==> config.mk <==
export PLATFORM = sky130hd
export DESIGN_NAME = ref_select
export DESIGN_NICKNAME = d
export VERILOG_FILES = /design/src/rtl/ref_select_pkg.sv /design/src/rtl/ref_prio_regs.sv /design/src/rtl/ref_qual.sv /design/src/rtl/ref_pick.sv /design/src/rtl/ref_select.sv
export SDC_FILE = /design/constraint.sdc
export NUM_CORES = 1
export LEC_CHECK = 0
export ABC_AREA = 1
export ABC_CLOCK_PERIOD_IN_PS = 17050
export BUFFER_PORTS_ARGS = -buffer_cell sky130_fd_sc_hd__buf_2
export CAP_MARGIN = 20
export CORE_ASPECT_RATIO = 1.2
export CORE_MARGIN = 5
export CORE_UTILIZATION = 35
export CTS_CLUSTER_SIZE = 40
export DETAILED_ROUTE_END_ITERATION = 12
export PLACE_DENSITY = 0.64
export SLEW_MARGIN = 20
export SYNTH_ARGS = -nofsm -noshare
export SYNTH_HDL_FRONTEND = slang
export SYNTH_SLANG_ARGS = --single-unit
==> constraint.sdc <==
create_clock -name clk_i -period 17.05 [get_ports clk_i]
set_input_delay 5.115 -clock clk_i [delete_from_list [all_inputs] [get_ports clk_i]]
set_output_delay 5.115 -clock clk_i [all_outputs]
set_load 0.05 [all_outputs]
==> src/rtl/ref_select_pkg.sv <==
package ref_select_pkg;
  parameter int unsigned N_SRC  = 14;
  parameter int unsigned PRIO_W = 4;
  localparam int unsigned IDX_W = (N_SRC > 1) ? $clog2(N_SRC) : 1;

  typedef struct packed {
    logic [IDX_W-1:0] idx;
    logic             valid;
  } sel_t;
endpackage

==> src/rtl/ref_prio_regs.sv <==
module ref_prio_regs #(
  parameter int unsigned N  = 14,
  parameter int unsigned PW = 4,
  parameter int unsigned AW = 4
) (
  input  logic                  clk_i,
  input  logic                  rst_ni,
  input  logic                  we_i,
  input  logic [AW-1:0]         addr_i,
  input  logic [PW-1:0]         wdata_i,
  output logic [N-1:0][PW-1:0]  prio_o
);
  logic [N-1:0][PW-1:0] prio_q;

  always_ff @(posedge clk_i or negedge rst_ni) begin
    if (!rst_ni) prio_q <= '0;
    else if (we_i && (32'(addr_i) < N)) prio_q[addr_i] <= wdata_i;
  end

  assign prio_o = prio_q;

  // out-of-range writes leave every priority untouched
  a_r2_bad_addr_ignored: assert property (@(posedge clk_i) disable iff (!rst_ni)
    (we_i && (32'(addr_i) >= N)) |=> $stable(prio_q));
endmodule

==> src/rtl/ref_qual.sv <==
module ref_qual #(
  parameter int unsigned N  = 14,
  parameter int unsigned PW = 4,
  parameter int unsigned IW = 4
) (
  input  logic                 clk_i,
  input  logic                 rst_ni,
  input  logic [N-1:0][PW-1:0] prio_i,
  input  logic [N-1:0]         inact_i,
  input  logic [N-1:0]         freq_oob_i,
  input  logic [N-1:0]         phase_alm_i,
  input  logic [N-1:0]         lock_out_i,
  input  logic [IW-1:0]        sel_idx_i,
  input  logic                 sel_valid_i,
  output logic [N-1:0]         qual_o
);
  logic [N-1:0] in_q, fr_q, ph_q, lk_q;

  always_ff @(posedge clk_i or negedge rst_ni) begin
    if (!rst_ni) begin
      in_q <= '0; fr_q <= '0; ph_q <= '0; lk_q <= '0;
    end else begin
      in_q <= inact_i; fr_q <= freq_oob_i; ph_q <= phase_alm_i; lk_q <= lock_out_i;
    end
  end

  for (genvar i = 0; i < N; i++) begin : g_src
    logic is_sel, sel_fault, dq_q;

    assign is_sel    = sel_valid_i && (sel_idx_i == IW'(i));
    assign sel_fault = ph_q[i] || lk_q[i];

    // sticky drop: set while selected and faulted, released once both faults clear
    always_ff @(posedge clk_i or negedge rst_ni) begin
      if (!rst_ni)                dq_q <= 1'b0;
      else if (is_sel && sel_fault) dq_q <= 1'b1;
      else if (!sel_fault)        dq_q <= 1'b0;
    end

    assign qual_o[i] = (prio_i[i] != '0) && !in_q[i] && !fr_q[i] && !dq_q
                       && !(is_sel && sel_fault);

    // a sticky drop survives while a fault remains
    a_r7_dq_hold: assert property (@(posedge clk_i) disable iff (!rst_ni)
      (dq_q && sel_fault) |=> dq_q);
  end
endmodule

==> src/rtl/ref_pick.sv <==
module ref_pick #(
  parameter int unsigned N  = 14,
  parameter int unsigned PW = 4,
  parameter int unsigned IW = 4
) (
  input  logic                 clk_i,
  input  logic                 rst_ni,
  input  logic [N-1:0][PW-1:0] prio_i,
  input  logic [N-1:0]         qual_i,
  output logic [IW-1:0]        best_idx_o,
  output logic                 best_valid_o
);
  logic [PW-1:0] best_p;

  always_comb begin
    best_idx_o   = '0;
    best_valid_o = 1'b0;
    best_p       = '1;
    for (int j = 0; j < int'(N); j++) begin
      // strict compare keeps the lower index on ties
      if (qual_i[j] && (!best_valid_o || prio_i[j] < best_p)) begin
        best_idx_o   = IW'(j);
        best_p       = prio_i[j];
        best_valid_o = 1'b1;
      end
    end
  end

  // a chosen input is qualified and has a nonzero priority
  a_r3_pick_nonzero: assert property (@(posedge clk_i) disable iff (!rst_ni)
    best_valid_o |-> (qual_i[best_idx_o] && prio_i[best_idx_o] != '0));

  // no pick only when nothing is qualified
  a_r9_empty: assert property (@(posedge clk_i) disable iff (!rst_ni)
    !best_valid_o |-> (qual_i == '0));

  for (genvar j = 0; j < N; j++) begin : g_chk
    // no qualified input beats the pick
    a_r8_no_better: assert property (@(posedge clk_i) disable iff (!rst_ni)
      (best_valid_o && qual_i[j]) |-> (prio_i[j] >= prio_i[best_idx_o]));
  end
endmodule

==> src/rtl/ref_select.sv <==
module ref_select
  import ref_select_pkg::*;
#(
  parameter int unsigned N  = N_SRC,
  parameter int unsigned PW = PRIO_W,
  localparam int unsigned IW = (N > 1) ? $clog2(N) : 1
) (
  input  logic          clk_i,
  input  logic          rst_ni,
  input  logic          reg_we_i,
  input  logic [IW-1:0] reg_addr_i,
  input  logic [PW-1:0] reg_wdata_i,
  input  logic [N-1:0]  inact_i,
  input  logic [N-1:0]  freq_oob_i,
  input  logic [N-1:0]  phase_alm_i,
  input  logic [N-1:0]  lock_out_i,
  output logic [IW-1:0] sel_idx_o,
  output logic          sel_valid_o,
  output logic          switch_o,
  output logic          holdover_o
);
  logic [N-1:0][PW-1:0] prio;
  logic [N-1:0]         qual;
  logic [IW-1:0]        best_idx;
  logic                 best_valid;
  logic [IW-1:0]        sel_idx_q;
  logic                 sel_valid_q, switch_q;

  ref_prio_regs #(.N(N), .PW(PW), .AW(IW)) u_regs (
    .clk_i, .rst_ni, .we_i(reg_we_i), .addr_i(reg_addr_i),
    .wdata_i(reg_wdata_i), .prio_o(prio)
  );

  ref_qual #(.N(N), .PW(PW), .IW(IW)) u_qual (
    .clk_i, .rst_ni, .prio_i(prio), .inact_i, .freq_oob_i, .phase_alm_i,
    .lock_out_i, .sel_idx_i(sel_idx_q), .sel_valid_i(sel_valid_q), .qual_o(qual)
  );

  ref_pick #(.N(N), .PW(PW), .IW(IW)) u_pick (
    .clk_i, .rst_ni, .prio_i(prio), .qual_i(qual),
    .best_idx_o(best_idx), .best_valid_o(best_valid)
  );

  always_ff @(posedge clk_i or negedge rst_ni) begin
    if (!rst_ni) begin
      sel_idx_q   <= '0;
      sel_valid_q <= 1'b0;
      switch_q    <= 1'b0;
    end else begin
      sel_valid_q <= best_valid;
      switch_q    <= best_valid && (!sel_valid_q || best_idx != sel_idx_q);
      if (best_valid) sel_idx_q <= best_idx;
    end
  end

  assign sel_idx_o   = sel_idx_q;
  assign sel_valid_o = sel_valid_q;
  assign switch_o    = switch_q;
  assign holdover_o  = !sel_valid_q;

  // a pulse only accompanies a valid, changed selection
  a_r10_switch_valid: assert property (@(posedge clk_i) disable iff (!rst_ni)
    switch_o |-> sel_valid_o);
  a_r10_switch_change: assert property (@(posedge clk_i) disable iff (!rst_ni)
    switch_o |-> (!$past(sel_valid_o) || $past(sel_idx_o) != sel_idx_o));

  // index frozen during holdover
  a_r9_idx_frozen: assert property (@(posedge clk_i) disable iff (!rst_ni)
    (holdover_o && $past(holdover_o)) |-> $stable(sel_idx_o));
endmodule

== After elaboration in Yosys (flattened, before gate mapping) ==
Index checks and enable logic that the tools add are counted.

* $add $sub $neg: 0
* $mul: 0
* Divide/modulo/power cells: 0
* $lt $le $gt $ge: 16
* Equality and inequality tests: 28
* Shift-type cells: 0
* Mux-type cells: 71
* Bitwise gates (word level): 0
* Reductions and logical operators: 213

{| class="wikitable"
|+ Operators with widths
! kind !! number
|-
| 1-bit logical AND || 100
|-
| 4-bit two-way mux || 20
|-
| 1-bit logical NOT || 70
|-
| 56-bit bitwise mux || 1
|-
| 4-bit nonzero test || 14
|-
| 4-bit < comparator || 13
|-
| 1-bit two-way mux || 43
|-
| 1-bit logical OR || 28
|-
| 2-bit inequality test, second input constant || 14
|-
| 4-bit equality test, second input constant || 6
|-
| 4-bit demux with 4-bit select || 1
|-
| 4-bit by 3-bit equality test with 1-bit output, second input constant || 4
|-
| 3-bit two-way mux || 4
|-
| 4-bit by 2-bit equality test with 1-bit output, second input constant || 2
|-
| 4-bit by 5-bit < comparator with 1-bit output, second input constant || 1
|-
| 4-bit by 1-bit equality test with 1-bit output, second input constant || 1
|-
| 4-bit by 1-bit greater-or-equal comparator with 1-bit output, second input constant || 1
|-
| 4-bit logical NOT || 1
|-
| 4-bit < comparator, second input constant || 1
|-
| 2-bit two-way mux || 2
|-
| 4-bit inequality test || 1
|}

* Flip-flop bits (word level): 132
* Latch bits: 0
* Memory bits (writable): 0
* Memory bits (read-only): 0
* Output and inout port bits: 7
* Word-level logic and storage cells: 363
* Memories: 0

== Longest topological paths before layout ==
Gate-level depths: netlist of run 1.

* Word-level depth: 61
* Mapped depth: 127
* Depth with buffers taken out: 126

== Hierarchy ==
A second synthesis of run 1 with hierarchy kept.

* Cell total of the unflattened synthesis: 1103
* Area total of the unflattened synthesis: 7711.1 µm²

{| class="wikitable"
|+ By module, submodules not included
! module !! instances !! cells each !! area each (µm²) !! sequential area each (µm²)
|-
| ref_qual || 1 || 302 || 2647.5 || 1751.7
|-
| ref_pick || 1 || 486 || 2412.3 || 0.0
|-
| ref_prio_regs || 1 || 277 || 2368.5 || 1401.3
|-
| ref_select || 1 || 38 || 282.8 || 150.1
|}

== Worst setup path after synthesis of run 1 ==
Ideal clock, no wire load.

* Path type: reg2reg
* From: register sel_idx_q[2], in the netlist sel_idx_o[2]
* To: register switch_q, in the netlist switch_o
* Setup time: 0.134 ns
* Arrival time: 12.753 ns
* Path slack: 4.163 ns
* Cell stages (with the launch flop): 114
* Path buffers: 1
* Period minus slack after synthesis: 12.887 ns
* Path through: dfrtp_1 inv_1 nand2_1 nor2_2 nand2_4 nand2_1 nor2_1 ha_1 nand2_1 nor2_2 nand2_1 nand2_1 nand2_4 nand2_4 o21ai_0 ha_1 inv_1 o21bai_1 [... 78 more ...] o21ai_1 ha_1 a21oi_1 nand2_1 nand2_2 nand2_4 nand2_1 o21ai_1 ha_1 a21oi_1 nand2_1 nand2_1 nand2_2 buf_6 nand3_1 nand2_1 nor2_1 a21oi_2

* Longest elaborated chain between the ends: 61
* Elaborated cells on any way between the ends: 165
* Those cells by class: 13 x order compare; 14 x eq/ne; 40 x mux; 98 x reduce/logical

{| class="wikitable"
|+ Ends and longest elaborated chain
! element !! line !! source
|-
| start: declaration || ref_select.sv:26 || <nowiki>logic [IW-1:0] sel_idx_q;</nowiki>
|-
| start signal: assignment || ref_select.sv:52 || <nowiki>if (best_valid) sel_idx_q <= best_idx;</nowiki>
|-
| 4-bit logical NOT || ref_qual.sv:30 || <nowiki>assign is_sel = sel_valid_i && (sel_idx_i == IW'(i));</nowiki>
|-
| 1-bit logical AND || ref_qual.sv:30 ||
|-
| 1-bit logical AND || ref_qual.sv:41 || <nowiki>&& !(is_sel && sel_fault);</nowiki>
|-
| 1-bit logical NOT || ref_qual.sv:41 ||
|-
| 1-bit logical AND || ref_qual.sv:41 ||
|-
| 4-bit two-way mux or 1-bit two-way mux (tied branches) || ref_pick.sv:21 || <nowiki>if (qual_i[j] && (!best_valid_o || prio_i[j] < best_p)) begin</nowiki>
|-
| 4-bit < comparator or 1-bit logical NOT (tied branches) || ref_pick.sv:21 ||
|-
| 1-bit logical OR || ref_pick.sv:21 ||
|-
| [... 45 more ...] || n/a ||
|-
| 4-bit two-way mux or 1-bit two-way mux (tied branches) || ref_pick.sv:21 ||
|-
| 4-bit < comparator or 1-bit logical NOT (tied branches) || ref_pick.sv:21 ||
|-
| 1-bit logical OR || ref_pick.sv:21 ||
|-
| 1-bit logical AND || ref_pick.sv:21 ||
|-
| 4-bit two-way mux || ref_pick.sv:21 ||
|-
| 4-bit inequality test || ref_select.sv:51 || <nowiki>switch_q <= best_valid && (!sel_valid_q || best_idx != sel_idx_q);</nowiki>
|-
| 1-bit logical OR || ref_select.sv:51 ||
|-
| 1-bit logical AND (*) || ref_select.sv:51 ||
|-
| end signal: assignment || ref_select.sv:51 ||
|-
| end: declaration || ref_select.sv:27 || <nowiki>logic sel_valid_q, switch_q;</nowiki>
|}

Every way passes the cells marked *; elsewhere a longest branch is shown, timed or not.
A chain may end at the register's enable or synchronous reset.

== Worst setup path in the final report of run 1 ==
Same ends and word-level chain as after synthesis.

==> out/results.ini, run 1 <==
[status]
outcome=complete, no violations

[setup_path]
cp_max_fo=11
slowest_delay_ns=0.42
crit_required_ns=17.33
cpMostUsedCell=nand2_4
path_class=flip-flop to flip-flop
critical_path_depth=111
worst_r2r_path_depth=111
critical_path.slowest_cell=dfrtp_1
crit_buf_inv=22
endpoint_kind=flip-flop
setup.worst_path.start_class=flip-flop
critPathTopFamily=simple AND/OR/NAND/NOR gates
crit_arrival_ns=14.58

[floorplanning]
ios=74
die_x_um=141
dieArea_um2=23600
row_count=57
core-area_um2=20300
start_util=0.356
die_y_um=167

[power]
powerDensity_nw_per_um2=178
ir_drop_v=0.000113
clkPwrFrac=0.247
p_int_uw=857
p_comb_frac=0.475
p_sw_frac=0.435
power_switching_uw=659
seq_power_share=0.278
p_leak_uw=0.00440

[cts]
clk_latency_ns=0.41
cts_buffers=17
cts_max_level=4
cts_resized=0
clkTransAtPathRegs_ns=0.06
postCtsSetupRepairBufs=0
cts_hold_buffers=0
cts_buffer_depth=2
cts_sinks=132
cts_root_buffer=clkbuf_16
cts_tree=built

[layout]
antennaDiodeCount=0
syn2layout_area_growth_pct=18.1
layout.nets=1094
fillCellCount=2029
drive_above_1_share=0.189

[placed_design]
io_buffer_count=73
dp_hpwl_um=13100
routabilityCongestion=0.864

[synthesis]
synth-simple-area-share=0.358
synth_fp_nets=1003
ys_warn_count=0
ys_seq_area_frac=0.459
synthXorXnorAreaFrac=0
synth_top_family_by_area=simple AND/OR/NAND/NOR gates
synth-adder-area-share=0.0295
synthCells=919
synth_area_um2=7200
synth_area_leaders=dfrtp_1, nand2_1, nand3_1, inv_1, o21ai_0
synth_top_area_frac=0.459
synth_seq_cells=132
synth_compound_area_frac=0.0816
ys_types=30
yosysTopAreaCell=dfrtp_1
synth_area_per_cell_um2=7.84
synth_mux_area_frac=0

[sta]
final.setup.tns_ns=0
period_share=0.839
setup_violations=0
grt_setup_unrepaired=false
slew_headroom=0.359
finalHoldViolCount=0
fin_worst_skew_ns=0.00966
slew_violations=0
fmax_mhz=69.9
holdWs_ns=0.504
min_period_ns=14.30
worst_pin_slew_ns=0.959

[route]
drt_wl_total_um=17100
top_layer=met5
num_vias=6050
wl_met1_um=7960
ant_nets=0
dr_wl_met3_um=862
met2WireLength_um=8020
drtIter0Drc=340
drc=0
avgRoutedWirePerCell_um=13.3
dr.pass1.iters=5
vias_per_cell=4.70

[global_route]
grt_usage=0.151
grt_max_degree=69
antenna_found_initial=1
overflow=0
grt_pass1_vias=5941
grt_pass1_wl_um=28700

[min_path]
hold-path-cell-count=2
hp-class=flip-flop to flip-flop

[job]
max_cap_violations=0

==> power groups by stage <==
| stage | sequential (uW) | combinational, uW | clock [uW] |
|---|---|---|---|
| after floorplan | 432 | 557 | 0 |
| after global placement | 426 | 712 | 0 |
| after detailed placement | 426 | 722 | 0 |
| after CTS | 421 | 727 | 383 |
| after global routing | 430 | 836 | 397 |
| final | 422 | 721 | 375 |
==> placed cells by master (no fill, tap or decap), drive strengths merged <==
cell	count
nor4	13
nor3b	12
nand2	288
buf	74
nand4	2
o21bai	23
nor3	26
nand3b	4
or2	2
nand3	100
o21ai	68
clkbuf	20
a21oi	13
bufinv	3
clkinv	6
inv	131
a31oi	1
dfrtp	132
ha	17
clkinvlp	3
nor2	85
==> tightest hold or removal path, delay by kind of cell (launching register included) <==
| kind | cells | cell delay [ns] |
|---|---|---|
| compound gates | 1 | 0.10 |
| flops | 1 | 0.32 |
| simple gates | 1 | 0.05 |
==> per-layer routing <==
metal  global-route usage  vias to the layer above
met5                    0                        -
met4               0.0527                        2
met3               0.0376                       23
met2                0.241                      130
met1                0.201                     2759
li1                     -                     3136
==> logic make-up (layout without fill, tap and decap cells) <==
kind of cell / Yosys count / count (layout)
compound gates: 105 / 105
simple gates: 532 / 532
buf+inv: 133 / 237
flops: 132 / 132
fa+ha+maj: 17 / 17
==> area by class of cell <==
type,count,area (um2),share of cell area
Clock buffer,20,457,0.0537
Inverter,131,504,0.0593
Tap cell,265,332,0.0390
Timing Repair Buffer,74,379,0.0446
Clock inverter,12,154,0.0181
Sequential cell,132,3300,0.388
Multi-Input combinational cell,654,3380,0.397
==> path summary, 6_finish.rpt <==
check                           startpoint               endpoint  slack, ns
max reg2reg                   sel_idx_o[2]               switch_o       2.75
max                           sel_idx_o[2]               switch_o       2.75
min reg2reg                u_qual.ph_q[13]  u_qual.g_src[13].dq_q       0.50
min in group asynchronous           rst_ni         u_qual.fr_q[9]       4.70
min                        u_qual.ph_q[13]  u_qual.g_src[13].dq_q       0.50
max in group asynchronous           rst_ni      u_regs.prio_o[39]      11.09
==> synth_stat cells (all sizes together) <==
cell type,instances
o21ai,68
dfrtp,132
o21bai,23
ha,17
or2,2
nand3,100
nor3b,12
nand3b,4
buf,1
nand2,288
inv,130
clkbuf,1
clkinv,1
nand4,2
nor2,85
nor4,13
a21oi,13
a31oi,1
nor3,26
==> metrics by stage <==
| stage | worst slack (ns) | cell area [um2] | total power (uW) | std cells | utilization |
|---|---|---|---|---|---|
| 2_1_floorplan | 4.16 | 7200 | 989 | 919 | - |
| 3_3_place_gp | 2.97 | 7900 | 1140 | 1256 | 0.390 |
| 3_5_place_dp | 2.69 | 7900 | 1150 | 1256 | 0.390 |
| 4_1_cts | 2.61 | 8510 | 1530 | 1288 | 0.420 |
| 5_1_grt | 0.975 | 8510 | 1660 | 1288 | 0.420 |
| 6_report | 2.75 | 8510 | 1520 | 1288 | 0.420 |
==> flip-flops by register name (all words and copies together) (netlist names) <==
signal	cells
u_regs.prio_o	56
u_qual.fr_q	14
u_qual.g_src.dq_q	14
u_qual.in_q	14
u_qual.lk_q	14
u_qual.ph_q	14
sel_idx_o	4
sel_valid_o	1
switch_o	1
(Power assumes the default switching activity.)
==> inputs of run 2 (changes only) <==
Settings changed: ABC_CLOCK_PERIOD_IN_PS 17050 to 14550.
Clock period 17.05 ns to 14.55 ns, I/O delays scaled along.
==> out/results.ini, run 2 (synthesized netlist as in run 1, its figures left out) <==
[setup_path]
critical_path.slowest_cell=dfrtp_2
slowest_delay_ns=0.44  ; +0.02 ns
worstReg2RegStart=sel_idx_o[1]
setup.worst_path.start_class=flip-flop
crit_arrival_ns=13.61  ; -0.97 ns
cpMostUsedCell=nand2_4
crit_start=sel_idx_o[1]
path_class=flip-flop to flip-flop
crit_required_ns=14.85  ; -2.48 ns
cp_max_fo=11  ; unchanged
endpoint_kind=flip-flop

[cts]
cts_buffer_depth=2  ; unchanged
clkTransAtPathRegs_ns=0.06  ; about the same
cts_buffers=17  ; unchanged
cts_max_level=4  ; unchanged
cts_sinks=132  ; unchanged
cts_hold_buffers=0  ; unchanged
cts_root_buffer=clkbuf_16
cts_tree=built
clk_latency_ns=0.43  ; +0.02 ns

[floorplanning]
row_count=57  ; unchanged
ios=74  ; unchanged
die_x_um=141  ; unchanged
dieArea_um2=23600  ; unchanged
die_y_um=167  ; unchanged
start_util=0.356  ; unchanged
core-area_um2=20300  ; unchanged

[layout]
largest_register_ffs=56  ; unchanged
fillCellCount=2091  ; +3.1%
layout.nets=1095  ; +0.091%
final_cell_mix=nand2_1, dfrtp_1, inv_1
postLayoutCellArea_um2=8520  ; +0.16%
layout_commonest_cell=nand2_1
drive_above_1_share=0.204  ; +0.0154
final_cells=1290  ; +0.16%
syn2layout_area_growth_pct=18.3

[route]
dr.pass1.iters=6  ; +1
drt_wl_total_um=17600  ; +2.8%
avgRoutedWirePerCell_um=13.6  ; +2.6%
num_vias=6144  ; +1.6%
drc=0  ; unchanged
vias_per_cell=4.76  ; +1.4%
drtIter0Drc=371  ; +9.1%
ant_nets=0  ; unchanged

[sta]
finalHoldViolCount=0  ; unchanged
worst_pin_slew_ns=0.983  ; +0.0244 ns
slew_violations=0  ; unchanged
fmax_mhz=75.1  ; +7.4%
fin_worst_skew_ns=0.00735  ; -0.00231 ns
slew_headroom=0.343  ; -0.0163
min_period_ns=13.31  ; -0.990 ns
setup_violations=0  ; unchanged
period_share=0.915  ; +0.0761

[placed_design]
dp_hpwl_um=13300  ; +1.6%
dp.cells=1256  ; unchanged
routabilityCongestion=0.880  ; +1.9%
io_buffer_count=73  ; unchanged
placed_cell_area_um2=7900  ; unchanged

[global_route]
grt_max_degree=71  ; +2.9%
grt_pass1_vias=5864  ; -1.3%
antenna_found_initial=2  ; +1
overflow=0  ; unchanged
grt_pass1_wl_um=29100  ; +1.4%
grt_usage=0.153  ; +0.00194

[power]
ir_drop_v=0.000119  ; +5.1%
powerDensity_nw_per_um2=208  ; +17%
total_power_uw=1770  ; +17%
p_leak_uw=0.00440  ; about the same

[min_path]
hp-class=flip-flop to flip-flop
min_from=u_qual.ph_q[13]

[status]
outcome=complete, no violations

[job]
max_cap_violations=0  ; unchanged

==> run 2: layer usage <==
| layer | part of all wire | track usage |
|---|---|---|
| met1 | 0.46 | 0.201 |
| met2 | 0.47 | 0.247 |
| met3 | 0.054 | 0.0459 |
| met4 | 0.014 | 0.0405 |
| met5 | 0.00074 | 0 |
==> run 2: final timing paths <==
| path | to | slack [ns] | depth (start not counted) |
|---|---|---|---|
| worst max-delay path | switch_o | 1.24 | 115 |
| min in group asynchronous | u_qual.fr_q[9] | 3.92 | 1 |
| worst max register to register | switch_o | 1.24 | 115 |
| worst min register to register | u_qual.g_src[13].dq_q | 0.51 | 2 |
| max in group asynchronous | sel_idx_o[1] | 9.30 | 2 |
| worst min-delay path | u_qual.g_src[13].dq_q | 0.51 | 2 |
==> run 2: stage by stage <==
| stage | TNS (ns) | hold WS, ns | worst slack (ns) | util |
|---|---|---|---|---|
| after floorplan | 0 | 0.473 | 1.66 | - |
| after global placement | 0 | 0.489 | 0.669 | 0.390 |
| after detailed placement | 0 | 0.495 | 0.238 | 0.390 |
| after CTS | 0 | 0.514 | 0.0809 | 0.418 |
| after global routing | -0.0303 | 0.529 | -0.0303 | 0.421 |
| final | 0 | 0.512 | 1.24 | 0.421 |
==> run 2: worst max-delay path: cells and delay by family, from the launching register on <==
kind                       cells  cell delay [ns]
AOI/OAI and AO/OA             26             2.99
adders and majority gates     13             3.72
buffers and inverters         21             1.19
DFF                            1             0.44
and+or+nand+nor               55             4.75
==> run 2: layout make-up <==
| cell class | instances | area, um2 | area share |
|---|---|---|---|
| Multi-Input combinational cell | 654 | 3420 | 0.402 |
| Sequential cell | 132 | 3310 | 0.388 |
| Inverter | 131 | 504 | 0.0592 |
| Clock buffer | 17 | 425 | 0.0499 |
| Timing Repair Buffer | 75 | 387 | 0.0454 |
| Tap cell | 265 | 332 | 0.0389 |
| Clock inverter | 15 | 141 | 0.0166 |
| Antenna cell | 1 | 2.50 | 0.000294 |
==> run 2: report_power, final <==
group          switching, uW  internal (uW)  total (uW)  leakage (uW)
combinational            567            302         869       0.00254
clock                    182            226         408      0.000278
sequential              63.3            434         497       0.00159
==> run 2: what timing repair did <==
item | CTS | global route
endpoints found under the setup margin | 0 | 5
buffers inserted | 0 | 1
gates resized for setup | 0 | 26
==> inputs of run 3 (changes only) <==
Settings changed: CORE_UTILIZATION 35 to 30, PLACE_DENSITY 0.64 to 0.58.
==> out/results.ini, run 3 (synthesized netlist as in run 1, its figures left out) <==
[power]
p_int_uw=1030  ; +6.7%
ir_drop_v=0.000105  ; -11%
p_comb_frac=0.483  ; -0.007
power_switching_uw=807  ; -0.69%
seq_power_share=0.271  ; -0.009
p_sw_frac=0.440  ; -0.0178
p_leak_uw=0.00446  ; +1.3%
powerDensity_nw_per_um2=210  ; +0.77%
clkPwrFrac=0.246  ; +0.016

[placed_design]
io_buffer_count=73  ; unchanged
dp.cells=1311  ; +4.4%
routabilityCongestion=0.823  ; -6.5%
dp_hpwl_um=13800  ; +3.3%
placed_cell_area_um2=7970  ; +0.87%

[cts]
cts_root_buffer=clkbuf_16
cts_max_level=4  ; unchanged
clk_latency_ns=0.42  ; about the same
cts_buffers=17  ; unchanged
cts_buffer_depth=2  ; unchanged
cts_tree=built
cts_sinks=132  ; unchanged
clkTransAtPathRegs_ns=0.06  ; about the same

[sta]
fin_worst_skew_ns=0.00839  ; +0.00104 ns
period_share=0.909  ; -0.00586
slew_headroom=0.343  ; +0.000524
slew_violations=0  ; unchanged
fmax_mhz=75.6  ; +0.64%
setup_violations=0  ; unchanged
holdWs_ns=0.509  ; -0.00317 ns
min_period_ns=13.22  ; -0.0853 ns
finalHoldViolCount=0  ; unchanged
worst_pin_slew_ns=0.983  ; -0.000785 ns

[global_route]
grt_pass1_vias=5978  ; +1.9%
antenna_found_initial=4  ; +2
grt_pass1_wl_um=29600  ; +1.8%
overflow=0  ; unchanged
grt_max_degree=75  ; +5.6%
grt_usage=0.138  ; -0.0154

[setup_path]
crit_required_ns=14.84  ; about the same
path_class=flip-flop to flip-flop
cpMostUsedCell=nand2_4
slowest_delay_ns=0.44  ; about the same
endpoint_kind=flip-flop
critPathTopFamily=simple AND/OR/NAND/NOR gates
crit_buf_inv=21  ; unchanged
cp_max_fo=10  ; -1
critical_path.slowest_cell=dfrtp_2
critical_path_depth=119  ; +3.5%
crit_arrival_ns=13.51  ; -0.10 ns
setup.worst_path.start_class=flip-flop
worst_r2r_path_depth=119  ; +3.5%

[route]
avgRoutedWirePerCell_um=13.4  ; -1.8%
dr.pass1.iters=4  ; -2
drtIter0Drc=326  ; -12%
ant_nets=0  ; unchanged
vias_per_cell=4.56  ; -4.2%
drt_wl_total_um=18100  ; +2.9%
drc=0  ; unchanged
num_vias=6170  ; +0.42%

[floorplanning]
start_util=0.302  ; -0.0532
row_count=62  ; +8.8%
core-area_um2=23800  ; +18%
die_x_um=151  ; +7.4%
ios=74  ; unchanged
die_y_um=180  ; +7.5%
dieArea_um2=27200  ; +16%

[layout]
postLayoutCellArea_um2=8740  ; +2.5%
drive_above_1_share=0.213  ; +0.00852
layout.nets=1101  ; +0.55%
final_cell_mix=nand2_1, dfrtp_1, inv_1
layout_commonest_cell=nand2_1
seq_area_um2=3310  ; about the same
largest_register_ffs=56  ; unchanged
final_cells=1352  ; +4.8%
multi_input_area_um2=3470  ; +1.4%
finish.utilization=0.367  ; -0.0538
fillCellCount=2487  ; +19%
syn2layout_area_growth_pct=21.3

[status]
outcome=complete, no violations

[min_path]
hold-path-cell-count=2  ; unchanged
hp-class=flip-flop to flip-flop

[job]
max_cap_violations=0  ; unchanged

==> run 3: routing by layer <==
layer	routed length [um]	vias to the layer above	GRT usage	part of all wire
met5	34	-	0	0.0019
met3	802	28	0.0332	0.044
li1	-	3157	-	-
met4	462	4	0.0562	0.026
met2	8600	118	0.223	0.47
met1	8210	2863	0.175	0.45
==> run 3: final cells by class <==
type / count / area share
clock buffer: 19 / 0.0518
sequential: 132 / 0.378
tap: 320 / 0.0458
multi-input combinational: 655 / 0.397
inverter: 131 / 0.0577
antenna: 2 / 0.000573
clock inverter: 13 / 0.0199
timing repair buffer: 80 / 0.0485
==> run 3: path summary, 6_finish.rpt <==
check                                      start               end  slack (ns)
worst max-delay path                sel_idx_o[1]          switch_o        1.33
worst min-delay path            u_regs.prio_o[1]  u_regs.prio_o[1]        0.51
worst max register to register      sel_idx_o[1]          switch_o        1.33
worst min register to register  u_regs.prio_o[1]  u_regs.prio_o[1]        0.51
max in group asynchronous                 rst_ni      sel_idx_o[0]        9.34
min in group asynchronous                 rst_ni    u_qual.ph_q[6]        3.97
==> run 3: through the flow <==
step | TNS, ns | worst slack (ns) | power, uW
floorplan | 0 | 1.66 | 1160
global placement | 0 | 0.372 | 1340
detailed placement | 0 | 0.145 | 1350
CTS | 0 | 0.0800 | 1810
global route | -0.0196 | -0.0196 | 2000
finish | 0 | 1.33 | 1830
==> run 3: what timing repair did <==
action | in CTS | in global routing
setup buffers | 0 | 6
resized for setup | 0 | 34
endpoints found under the setup margin | 0 | 5
hold buffers | 0 | 0
==> run 3: worst min-delay path, cell delays in order (launching register included) <==
cell and delay (ns):
dfrtp_1 0.36, nand2_1 0.05, o21ai_0 0.06
==> run 3: power groups by stage <==
stage	combinational [uW]	clock [uW]	sequential [uW]
after floorplan	653	0	506
after global placement	840	0	500
after detailed placement	848	0	500
after CTS	854	464	495
after global routing	1020	479	507
final	885	451	497
